## config.mk

```make
export PLATFORM = sky130hd
export DESIGN_NAME = bar_decoder
export DESIGN_NICKNAME = d
export VERILOG_FILES = /design/src/rtl/bar_dec_pkg.sv /design/src/rtl/bar_reg_slice.sv /design/src/rtl/bar_cfg_port.sv /design/src/rtl/bar_match_arb.sv /design/src/rtl/bar_decoder.sv
export SDC_FILE = /design/constraint.sdc
export NUM_CORES = 1
export LEC_CHECK = 0
export BUFFER_PORTS_ARGS = -buffer_cell sky130_fd_sc_hd__buf_4
export CAP_MARGIN = 25
export CORE_MARGIN = 2
export CORE_UTILIZATION = 52
export CTS_BUF_LIST = sky130_fd_sc_hd__clkbuf_4 sky130_fd_sc_hd__clkbuf_8
export CTS_CLUSTER_SIZE = 40
export DETAILED_ROUTE_END_ITERATION = 16
export MAX_ROUTING_LAYER = met4
export PLACE_DENSITY = 0.78
export SYNTH_ARGS = -nofsm -noshare
export SYNTH_HDL_FRONTEND = slang
export SYNTH_SLANG_ARGS = --single-unit
```

## constraint.sdc

```tcl
create_clock -name clk -period 2 [get_ports clk]
set_clock_uncertainty 0.2 [all_clocks]
set_input_delay 0 -clock clk [delete_from_list [all_inputs] [get_ports clk]]
set_output_delay 0 -clock clk [all_outputs]
set_load 0.005 [all_outputs]
```

## src/rtl/bar_dec_pkg.sv

```systemverilog
package bar_dec_pkg;
  localparam int unsigned NBAR     = 6;   // windows in the header
  localparam int unsigned FIRST_DW = 4;   // dword of window 0 (byte 10h)
  localparam int unsigned CFG_AW   = 6;   // dword address bits of 256-byte header
  localparam int unsigned AW       = 32;  // request and register width
  localparam int unsigned IDX_W    = $clog2(NBAR);
  localparam int unsigned LOG_W    = 6;   // width of a size code

  typedef logic [AW-1:0] addr_t;

  // Writable-bit mask for a window of 2^lg bytes; lg == 0 means absent.
  function automatic addr_t win_mask(input int unsigned lg);
    if (lg == 0) return '0;
    return ~((addr_t'(1) << lg) - addr_t'(1));
  endfunction

  // Expand four byte enables to a bit mask.
  function automatic addr_t be_bits(input logic [3:0] be);
    return {{8{be[3]}}, {8{be[2]}}, {8{be[1]}}, {8{be[0]}}};
  endfunction
endpackage

```

## src/rtl/bar_reg_slice.sv

```systemverilog
module bar_reg_slice
  import bar_dec_pkg::*;
#(
  parameter int unsigned SIZE_LOG2 = 12,
  parameter bit          PREFETCH  = 1'b0
) (
  input  logic        clk,
  input  logic        rst_n,
  input  logic        wr_en,
  input  logic [3:0]  wr_be,
  input  addr_t       wr_data,
  input  addr_t       req_addr,
  output addr_t       rd_value,
  output logic        match
);
  localparam bit    IMPL  = (SIZE_LOG2 != 0);
  localparam addr_t WMASK = win_mask(SIZE_LOG2);
  localparam addr_t ATTR  = (IMPL && PREFETCH) ? addr_t'(8) : '0;

  addr_t base_q;
  addr_t base_d;
  addr_t upd_mask;

  // next-state
  always_comb begin
    upd_mask = WMASK & be_bits(wr_be);
    base_d   = base_q;
    if (wr_en) begin
      base_d = (base_q & ~upd_mask) | (wr_data & upd_mask);
    end
  end

  // register
  always_ff @(posedge clk or negedge rst_n) begin
    if (!rst_n) begin
      base_q <= '0;
    end else if (wr_en) begin
      base_q <= base_d;
    end
  end

  assign rd_value = base_q | ATTR;
  assign match    = IMPL && ((req_addr & WMASK) == base_q);
endmodule

```

## src/rtl/bar_cfg_port.sv

```systemverilog
module bar_cfg_port
  import bar_dec_pkg::*;
(
  input  logic                  cfg_wr,
  input  logic [CFG_AW-1:0]     cfg_addr,
  input  addr_t [NBAR-1:0]      bar_vals,
  output logic  [NBAR-1:0]      wr_sel,
  output addr_t                 cfg_rdata
);
  logic [NBAR-1:0] hit_dw;

  genvar gi;
  generate
    for (gi = 0; gi < NBAR; gi++) begin : g_sel
      assign hit_dw[gi] = (cfg_addr == CFG_AW'(FIRST_DW + gi));
      assign wr_sel[gi] = cfg_wr && hit_dw[gi];
    end
  endgenerate

  always_comb begin
    cfg_rdata = '0;
    for (int i = 0; i < NBAR; i++) begin
      if (hit_dw[i]) cfg_rdata = cfg_rdata | bar_vals[i];
    end
  end
endmodule

```

## src/rtl/bar_match_arb.sv

```systemverilog
module bar_match_arb
  import bar_dec_pkg::*;
#(
  parameter logic [NBAR-1:0][LOG_W-1:0] BAR_LOG2 = '0
) (
  input  logic              clk,
  input  logic              rst_n,
  input  logic              req_valid,
  input  addr_t             req_addr,
  input  logic [NBAR-1:0]   match,
  output logic              dec_valid,
  output logic              dec_hit,
  output logic              dec_miss,
  output logic [IDX_W-1:0]  dec_idx,
  output addr_t             dec_off
);
  logic              v_d, hit_d, miss_d;
  logic [IDX_W-1:0]  idx_d;
  addr_t             off_d, omask;

  // next-state: scan downward so the lowest index is written last
  always_comb begin
    idx_d = '0;
    omask = '0;
    for (int i = NBAR - 1; i >= 0; i--) begin
      if (match[i]) begin
        idx_d = IDX_W'(i);
        omask = ~win_mask(int'(BAR_LOG2[i]));
      end
    end
    v_d    = req_valid;
    hit_d  = req_valid && (|match);
    miss_d = req_valid && !(|match);
    off_d  = hit_d ? (req_addr & omask) : '0;
    if (!hit_d) idx_d = '0;
  end

  // register
  always_ff @(posedge clk or negedge rst_n) begin
    if (!rst_n) begin
      dec_valid <= 1'b0;
      dec_hit   <= 1'b0;
      dec_miss  <= 1'b0;
      dec_idx   <= '0;
      dec_off   <= '0;
    end else begin
      dec_valid <= v_d;
      dec_hit   <= hit_d;
      dec_miss  <= miss_d;
      dec_idx   <= idx_d;
      dec_off   <= off_d;
    end
  end
endmodule

```

## src/rtl/bar_decoder.sv

```systemverilog
module bar_decoder
  import bar_dec_pkg::*;
#(
  // size codes per window, index 0 in the low slot; 0 = absent, else 4..31
  parameter logic [NBAR-1:0][LOG_W-1:0] BAR_LOG2 =
    {6'd0, 6'd4, 6'd0, 6'd12, 6'd26, 6'd27},
  parameter logic [NBAR-1:0]            BAR_PREF = 6'b000010
) (
  input  logic              clk,
  input  logic              rst_n,
  input  logic              cfg_wr,
  input  logic [5:0]        cfg_addr,
  input  logic [3:0]        cfg_be,
  input  logic [31:0]       cfg_wdata,
  output logic [31:0]       cfg_rdata,
  input  logic              req_valid,
  input  logic [31:0]       req_addr,
  output logic              dec_valid,
  output logic              dec_hit,
  output logic              dec_miss,
  output logic [2:0]        dec_idx,
  output logic [31:0]       dec_off
);
  addr_t [NBAR-1:0] bar_vals;
  logic  [NBAR-1:0] wr_sel;
  logic  [NBAR-1:0] match;

  bar_cfg_port u_port (
    .cfg_wr    (cfg_wr),
    .cfg_addr  (cfg_addr),
    .bar_vals  (bar_vals),
    .wr_sel    (wr_sel),
    .cfg_rdata (cfg_rdata)
  );

  genvar gi;
  generate
    for (gi = 0; gi < NBAR; gi++) begin : g_bar
      bar_reg_slice #(
        .SIZE_LOG2 (int'(BAR_LOG2[gi])),
        .PREFETCH  (BAR_PREF[gi])
      ) u_slice (
        .clk      (clk),
        .rst_n    (rst_n),
        .wr_en    (wr_sel[gi]),
        .wr_be    (cfg_be),
        .wr_data  (cfg_wdata),
        .req_addr (req_addr),
        .rd_value (bar_vals[gi]),
        .match    (match[gi])
      );
    end
  endgenerate

  bar_match_arb #(.BAR_LOG2(BAR_LOG2)) u_arb (
    .clk       (clk),
    .rst_n     (rst_n),
    .req_valid (req_valid),
    .req_addr  (req_addr),
    .match     (match),
    .dec_valid (dec_valid),
    .dec_hit   (dec_hit),
    .dec_miss  (dec_miss),
    .dec_idx   (dec_idx),
    .dec_off   (dec_off)
  );
endmodule

```

=== Word level (Yosys, flattened, before mapping) ===
Cells that the tools add are included.

* Input port bits: 78
* Flip-flop bits (word level): 166
* Output and inout bits: 70
* Word-level logic and storage cells: 59

* Bitwise operators: 20
* Eq/ne operators: 8
* Multiplexer cells: 14
* Reduce and logical (&&, ||, !) cells: 8

{| class="wikitable"
|+ Operators with widths
! cell !! count
|-
| 32-bit bitwise AND || 8
|-
| 32-bit bitwise OR || 7
|-
| 32-bit 2-to-1 mux || 5
|-
| 32-bit == test || 4
|-
| 32-bit inverter || 4
|-
| 32-bit by 27-bit bitwise AND with 32-bit output || 1
|-
| 27-bit 2-to-1 mux || 1
|-
| 26-bit 2-to-1 mux || 1
|-
| 6-bit by 3-bit == test with 1-bit output, second input constant || 3
|-
| 3-bit 2-to-1 mux || 5
|-
| 12-bit 2-to-1 mux || 1
|-
| 6-bit by 4-bit == test with 1-bit output, second input constant || 1
|-
| 1-bit logical AND || 6
|-
| 4-bit 2-to-1 mux || 1
|-
| 4-bit OR reduction || 1
|-
| 1-bit logical NOT || 1
|}

=== Longest topological paths before layout ===
Gate-level depths: netlist of the first run.

* Depth after elaboration: 8
* Gate-level depth with buffers: 7
* Mapped depth without buffers: 5

=== Cells and area by module ===
A second synthesis of the first run with hierarchy kept.

* Cell total of the unflattened synthesis: 605
* Area total of the unflattened synthesis: 6845.3 sq um

{| class="wikitable"
|+ Modules (own cells, without submodules)
! module !! times used !! cells each !! seq. area each (sq um) !! area each (sq um)
|-
| bar_cfg_port || 1 || 149 || 0.0 || 1614.0
|-
| bar_reg_slice at g_bar[4].u_slice || 1 || 102 || 700.7 || 1372.6
|-
| bar_match_arb || 1 || 108 || 950.9 || 1332.5
|-
| bar_reg_slice at g_bar[2].u_slice || 1 || 83 || 500.5 || 1052.3
|-
| bar_reg_slice at g_bar[1].u_slice || 1 || 49 || 150.1 || 518.0
|-
| bar_reg_slice at g_bar[3].u_slice ... || 2 || 34 || 0.0 || 251.5
|-
| bar_reg_slice at g_bar[0].u_slice || 1 || 46 || 125.1 || 452.9
|}

=== Least setup slack after synthesis of the first run ===
Ideal clock, no wire load.

* Path kind: input-to-reg
* From: in cfg_addr[3]
* To: reg (tool-made name)
* Arrival time: 1.528 ns
* Buffers on the path: 1
* Slack: 0.147 ns
* Library setup time: 0.125 ns
* Cell stages on the path: 5
* Cell sequence: or4b_4 nor3b_4 and3_1 buf_6 mux2_4

{| class="wikitable"
|+ RTL lines
! item !! line !! source
|-
| start: declaration || bar_decoder.sv:12 || <nowiki>input logic [5:0] cfg_addr,</nowiki>
|}

==> results of run 1 <==
[through the flow]
step | power [W] | setup TNS [ps] | setup WS, ps | cells | hold slack (ps)
floorplan | 0.00237 | 0 | 147 | 372 | -496
global placement | 0.00265 | 0 | 3.48 | 608 | -239
detailed placement | 0.00267 | -855 | -68.6 | 608 | -228
CTS | 0.00404 | 0 | 14.5 | 690 | 19.5
global route | 0.00422 | -128 | -51.7 | 693 | 46.5
finish | 0.00407 | 0 | 49.8 | 693 | 29.6
[cells by family after synthesis]
kind of cell,Yosys count,synth area share
xor gates and xnor gates,59,0.115
muxes,59,0.153
other,1,0.000837
and+or+nand+nor,74,0.103
buffers and inverters,39,0.0444
DFF,92,0.514
AOI/OAI and AO/OA,41,0.0693
[Yosys cell counts, types with 4 or more instances]
| cell type | count | share of area |
|---|---|---|
| sky130_fd_sc_hd__a21boi_0 | 9 | 0.015 |
| sky130_fd_sc_hd__a21oi_1 | 6 | 0.0067 |
| sky130_fd_sc_hd__a22o_1 | 14 | 0.027 |
| sky130_fd_sc_hd__a22oi_1 | 10 | 0.017 |
| sky130_fd_sc_hd__and2_1 | 8 | 0.011 |
| sky130_fd_sc_hd__and3_1 | 6 | 0.0084 |
| sky130_fd_sc_hd__buf_2 | 6 | 0.0067 |
| sky130_fd_sc_hd__buf_4 | 10 | 0.017 |
| sky130_fd_sc_hd__clkbuf_1 | 7 | 0.0059 |
| sky130_fd_sc_hd__dfrtp_1 | 92 | 0.51 |
| sky130_fd_sc_hd__inv_1 | 15 | 0.013 |
| sky130_fd_sc_hd__mux2_2 | 53 | 0.13 |
| sky130_fd_sc_hd__mux2_4 | 6 | 0.020 |
| sky130_fd_sc_hd__nand2_1 | 11 | 0.0092 |
| sky130_fd_sc_hd__nand4_1 | 13 | 0.018 |
| sky130_fd_sc_hd__nor2_1 | 15 | 0.013 |
| sky130_fd_sc_hd__xnor2_1 | 55 | 0.11 |
| sky130_fd_sc_hd__xor2_1 | 4 | 0.0078 |
[worst min-delay path by stage]
stage / from / to / slack [ps] / cells past startpoint
final: cfg_addr[0] / register / 30 / 5
after global routing: cfg_be[0] / register / 50 / 3
after CTS: req_addr[29] / u_arb.dec_idx[1] / 20 / 6
after detailed placement: rst_n / u_arb.dec_off[9] / -230 / 1
after global placement: rst_n / u_arb.dec_off[10] / -240 / 1
after floorplan: rst_n / asynchronous set/reset pin / -500 / 0
[tightest hold or removal path, stage by stage]
cell and delay, ps:
sky130_fd_sc_hd__buf_4 130, sky130_fd_sc_hd__nor3_4 70, sky130_fd_sc_hd__nand3_4 90, sky130_fd_sc_hd__buf_4 130
sky130_fd_sc_hd__mux2_2 150
[cell type report]
class	instances	area share
Sequential cell	92	0.344
Multi-Input combinational cell	241	0.314
Timing Repair Buffer	225	0.285
Clock buffer	10	0.0196
Tap cell	105	0.0196
Clock inverter	5	0.00935
Inverter	15	0.00841
[layer usage]
| metal | routed length, um | part of all wire | track usage | vias to the layer above |
|---|---|---|---|---|
| li1 | - | - | - | 1689 |
| met1 | 5120 | 0.39 | 0.352 | 1797 |
| met2 | 6870 | 0.52 | 0.497 | 157 |
| met3 | 873 | 0.066 | 0.0520 | 32 |
| met4 | 423 | 0.032 | 0.119 | 0 |
| met5 | 0 | 0 | - | - |
[what timing repair did]
item,CTS,global route
endpoints found under the setup margin,11,19
hold endpoints to repair,184,0
resized for setup,2,16
gates cloned,0,0
pin swaps,0,5
hold buffers,67,0
setup buffers,0,3
[power by group]
group	switching [W]	internal (W)
Sequential	0.000104	0.00197
Combinational	0.000295	0.000418
Clock	0.000689	0.000592
==> impl_metrics.py, run 1 <==
metrics = {
    "detailed_routing": {
        "drcViolationCount": 0,
        "vias": 3675,
        "detail_route.iter0.violations": 168,
        "drtPass1Iterations": 4,
        "vias_per_cell": 5.30,
        "antenna_left": 0,
        "wl_mm": 13.3,
        "drt-wirelength-per-cell_um": 19.2,
    },
    "floorplan": {
        "floorplan.core_area_um2": 8300,
        "dieWidth_um": 96.8,
        "std_cell_rows": 33,
        "num_io_pins": 148,
        "die_h_um": 96.8,
        "floorplan.die_area_um2": 9380,
        "initial_utilization": 0.540,
    },
    "finish": {
        "fill_cell_instance_count_of_the_final_layout": 473,
        "layout-area-overhead-vs-synth_pct": 49.4,
        "mostFrequentLayoutCell": "sky130_fd_sc_hd__buf_4",
        "antenna_cells_inserted": 0,
        "multiInputGateArea_um2": 2100,
        "seq_area_um2": 2300,
        "drive_gt1_frac": 0.432,
        "post-route-cell-area_um2": 6690,
        "most-common-layout-cells": "154 x sky130_fd_sc_hd__buf_4, 92 x sky130_fd_sc_hd__dfrtp_1, 66 x sky130_fd_sc_hd__dlygate4sd3_1",
        "postLayoutCoreUtil": 0.807,
        "layout.nets": 662,
    },
    "grt": {
        "antenna_found_initial": 0,
        "total_global_routing_overflow": 0,
        "grt_pass1_wl_mm": 21.1,
        "grt_start_max_net_pins": 43,
        "first_global_vias": 4044,
        "globalRouteTotalUtil": 0.295,
    },
    "synthesis": {
        "synth.lib_cells_used.distinct": 36,
        "postSynth.topFlopCell": "sky130_fd_sc_hd__dfrtp_1",
        "seq_area_frac_synth": 0.514,
        "synth_instances": 365,
        "synth_async_sr_flop_share": 1.00,
        "syn-cell-area_um2": 4480,
        "postSynthAreaPerCell_um2": 12.3,
        "yosys_warnings": 0,
        "synth_edf_count": 0,
        "synth.ff_latch_count": 92,
    },
    "power": {
        "power.density_cell_area_nw_per_um2": 607,
        "power.ir.vdd_worst_mv": 0.426,
        "cellLeakagePower_nw": 3.31,
    },
    "setup_path": {
        "critical_path.startpoint_type": "input pin",
        "timing.critical_path.to_type": "register",
        "crit_family": "simple AND/OR/NAND/NOR gates",
        "worst-endpoint-arrival_ps": 2020,
        "critPathBufInv": 2,
        "critical_path_class": "in2reg",
        "highest_cell_delay_on_the_worst_timing_path_ps": 570,
        "worst_setup_path_startpoint": "cfg_addr[2]",
        "worst-path-stages": 6,
        "crit_path_cell_trace": "buf_4 -> or4b_1 -> nor3_4 -> nand3_4 -> mux2_2 -> dlygate4sd3_1",
        "crit_path_top_delay_cell": "sky130_fd_sc_hd__or4b_1",
        "critPathRequiredTime_ps": 2070,
        "critical_path.reg2reg.endpoint": "u_arb.dec_idx[2]",
        "reg2regPathDepth": 6,
        "crit_path_max_fanout": 5,
        "reg2reg_slack_ps": 100,
    },
    "timing": {
        "unrepaired_setup_endpoints_after_global_routing": "yes",
        "timing.final.setup_violations": 0,
        "final_min_period_over_clock_period": 0.975,
        "timing.final.crit_period_ps": 1950,
        "report.final.hold_viol_count": 0,
        "final_max_slew_viol_count": 0,
        "achievable-frequency_mhz": 513,
    },
    "clock_network": {
        "clockBufferDepth": 2,
        "cts_tree": "done",
        "cts_inserted_buffers": 9,
        "ctsRootBufferMaster": "sky130_fd_sc_hd__clkbuf_8",
        "htreeDepth": 3,
        "number_of_sinks_driven_by_the_clock_tree": 92,
        "worst_setup_hold_path_clk_slew_ps": 100,
        "clk-insertion-delay-late_ps": 380,
    },
    "placement": {
        "place.detailed.hpwl_mm": 8.91,
        "buffers_added_on_ports": 135,
        "post_dp_cell_area_um2": 5700,
        "place_congestion": 0.844,
    },
    "status": {
        "outcome": "finished clean",
    },
    "job": {
        "drv.max_cap_violation_count": 0,
    },
    "worst_hold_path": {
        "holdCritPathClass": "in2reg",
    },
}
Note: power is estimated with default switching activity, not from simulation.
==> run 2: changes to the inputs <==
--- a/config.mk
+++ b/config.mk
@@ -14,6 +14,7 @@
 export DETAILED_ROUTE_END_ITERATION = 16
 export MAX_ROUTING_LAYER = met4
 export PLACE_DENSITY = 0.78
+export RECOVER_POWER = 25
 export SYNTH_ARGS = -nofsm -noshare
 export SYNTH_HDL_FRONTEND = slang
 export SYNTH_SLANG_ARGS = --single-unit
==> run 2 against run 1 <==
Against the previous run:
- cell area decreased by 0.32%
- register-to-register slack worse by 30 ps
- die area did not move
- combinational power is 1% lower
- first-iteration DRC count up 22%
- power is 0.41% lower
- sequential power hardly changed
- critical path depth unchanged
==> impl_metrics.py, run 2 (synthesis gave the netlist of run 1 again) <==
metrics = {
    "placement": {
        "place_congestion": 0.844,
        "place.detailed.hpwl_mm": 8.91,
        "post_dp_cell_area_um2": 5700,
        "cell_count_after_placement": 608,
        "buffers_added_on_ports": 135,
    },
    "detailed_routing": {
        "wl_mm": 13.2,
        "drt-wirelength-per-cell_um": 19.1,
        "antenna_left": 0,
        "vias_per_cell": 5.33,
        "drtPass1Iterations": 4,
        "vias": 3694,
        "drcViolationCount": 0,
        "detail_route.iter0.violations": 205,
    },
    "grt": {
        "grt_pass1_wl_mm": 21.1,
        "total_global_routing_overflow": 0,
        "globalRouteTotalUtil": 0.295,
        "antenna_found_initial": 0,
        "first_global_vias": 4044,
        "grt_start_max_net_pins": 43,
    },
    "power": {
        "power.ir.vdd_worst_mv": 0.424,
        "report.power.total_w": 0.00405,
        "power.density_cell_area_nw_per_um2": 607,
        "cellLeakagePower_nw": 3.28,
    },
    "worst_hold_path": {
        "worst_hold_path.num_cells": 5,
        "holdCritPathClass": "in2reg",
    },
    "clock_network": {
        "number_of_sinks_driven_by_the_clock_tree": 92,
        "cts_inserted_buffers": 9,
        "worst_setup_hold_path_clk_slew_ps": 100,
        "clockBufferDepth": 2,
        "htreeDepth": 3,
        "ctsRootBufferMaster": "sky130_fd_sc_hd__clkbuf_8",
        "clk-insertion-delay-late_ps": 370,
        "cts_tree": "done",
    },
    "finish": {
        "layout-area-overhead-vs-synth_pct": 48.9,
        "postLayoutCoreUtil": 0.804,
        "mostFrequentLayoutCell": "sky130_fd_sc_hd__buf_4",
        "layout.nets": 662,
        "post-route-cell-area_um2": 6670,
        "fill_cell_instance_count_of_the_final_layout": 478,
        "final_cell_count_no_fill": 693,
        "antenna_cells_inserted": 0,
        "drive_gt1_frac": 0.430,
        "most-common-layout-cells": "119 x sky130_fd_sc_hd__buf_4, 92 x sky130_fd_sc_hd__dfrtp_1, 66 x sky130_fd_sc_hd__dlygate4sd3_1",
    },
    "timing": {
        "timing.final.setup_violations": 0,
        "report.final.hold_viol_count": 0,
        "worst_pin_slew_ps": 748,
        "final_max_slew_viol_count": 0,
        "max_slew_margin": 0.501,
        "finalSetupTns_ps": 0,
        "achievable-frequency_mhz": 511,
        "timing.final.crit_period_ps": 1960,
        "final_min_period_over_clock_period": 0.978,
        "unrepaired_setup_endpoints_after_global_routing": "yes",
    },
    "setup_path": {
        "critical_path.reg2reg.endpoint": "u_arb.dec_idx[2]",
        "worst_setup_path_startpoint": "cfg_addr[2]",
        "crit_path_cell_trace": "buf_4 -> or4b_1 -> nor3_4 -> nand3_4 -> mux2_2 -> dlygate4sd3_1",
        "worst-path-stages": 6,
        "crit_path_max_fanout": 5,
        "highest_cell_delay_on_the_worst_timing_path_ps": 570,
        "timing.critical_path.to_type": "register",
        "critPathBufInv": 2,
        "reg2reg_slack_ps": 70,
        "critical_path.startpoint_type": "input pin",
        "critPathRequiredTime_ps": 2060,
        "crit_path_top_delay_cell": "sky130_fd_sc_hd__or4b_1",
        "critical_path_class": "in2reg",
        "crit_family": "simple AND/OR/NAND/NOR gates",
        "reg2regPathDepth": 6,
        "worst-endpoint-arrival_ps": 2020,
    },
    "job": {
        "drv.max_cap_violation_count": 0,
    },
    "floorplan": {
        "initial_utilization": 0.540,
        "floorplan.die_area_um2": 9380,
        "num_io_pins": 148,
        "floorplan.core_area_um2": 8300,
        "dieWidth_um": 96.8,
        "die_h_um": 96.8,
        "std_cell_rows": 33,
    },
    "status": {
        "outcome": "finished clean",
    },
}
[run 2: cell types whose count changed in the layout (fill, tap and decap cells not counted)]
cell,before,now
sky130_fd_sc_hd__buf_12,4,3
sky130_fd_sc_hd__clkbuf_1,0,1
sky130_fd_sc_hd__clkbuf_2,0,2
sky130_fd_sc_hd__buf_4,154,119
sky130_fd_sc_hd__clkbuf_4,1,34
[run 2: area by class of cell]
type	count	area (um^2)	area share
inverters	15	56.3	0.00844
well taps	105	131	0.0197
multi-input cells	241	2100	0.315
flip-flops and latches	92	2300	0.345
repair buffers	225	1890	0.283
clock buffers	10	131	0.0197
clock inverters	5	62.6	0.00938
[run 2: how the worst min path moves through the flow]
stage                  from                         end  slack (ps)
3_3_place_gp          rst_n           u_arb.dec_off[10]        -240
4_1_cts        req_addr[29]            u_arb.dec_idx[1]          20
2_1_floorplan         rst_n  asynchronous set/reset pin        -500
6_report        cfg_addr[0]                    register          30
5_1_grt           cfg_be[0]                    register          50
3_5_place_dp          rst_n            u_arb.dec_off[9]        -230
[run 2: routing by layer]
metal	GRT usage	vias up	routed length [um]
met1	0.352	1821	5110
li1	-	1692	-
met5	-	-	0
met2	0.497	150	6880
met4	0.119	0	419
met3	0.0520	31	800
[run 2: what timing repair did]
| action | 4_1_cts | 5_1_grt |
|---|---|---|
| hold endpoints to repair | 184 | 0 |
| hold buffers | 67 | 0 |
| pin swaps | 0 | 5 |
| setup buffers | 0 | 3 |
| resized for setup | 2 | 16 |
| setup endpoints to repair | 11 | 19 |
[run 2: stage by stage]
step	hold slack [ps]	setup WS, ps
after floorplan	-496	147
after global placement	-239	3.48
after detailed placement	-228	-68.6
after CTS	19.5	14.5
after global routing	46.5	-51.7
final	33.8	43.5
[run 2: tightest hold or removal path: cells and delay by family]
| family | cells | cell delay, ps |
|---|---|---|
| and+or+nand+nor | 2 | 160 |
| muxes | 1 | 150 |
| buffers and inverters | 2 | 260 |
[run 2: power by group]
part           internal [W]  total, W  switching, W
clock network      0.000592   0.00127      0.000680
logic              0.000412  0.000706      0.000294
registers           0.00197   0.00207      0.000103
total               0.00297   0.00405       0.00108
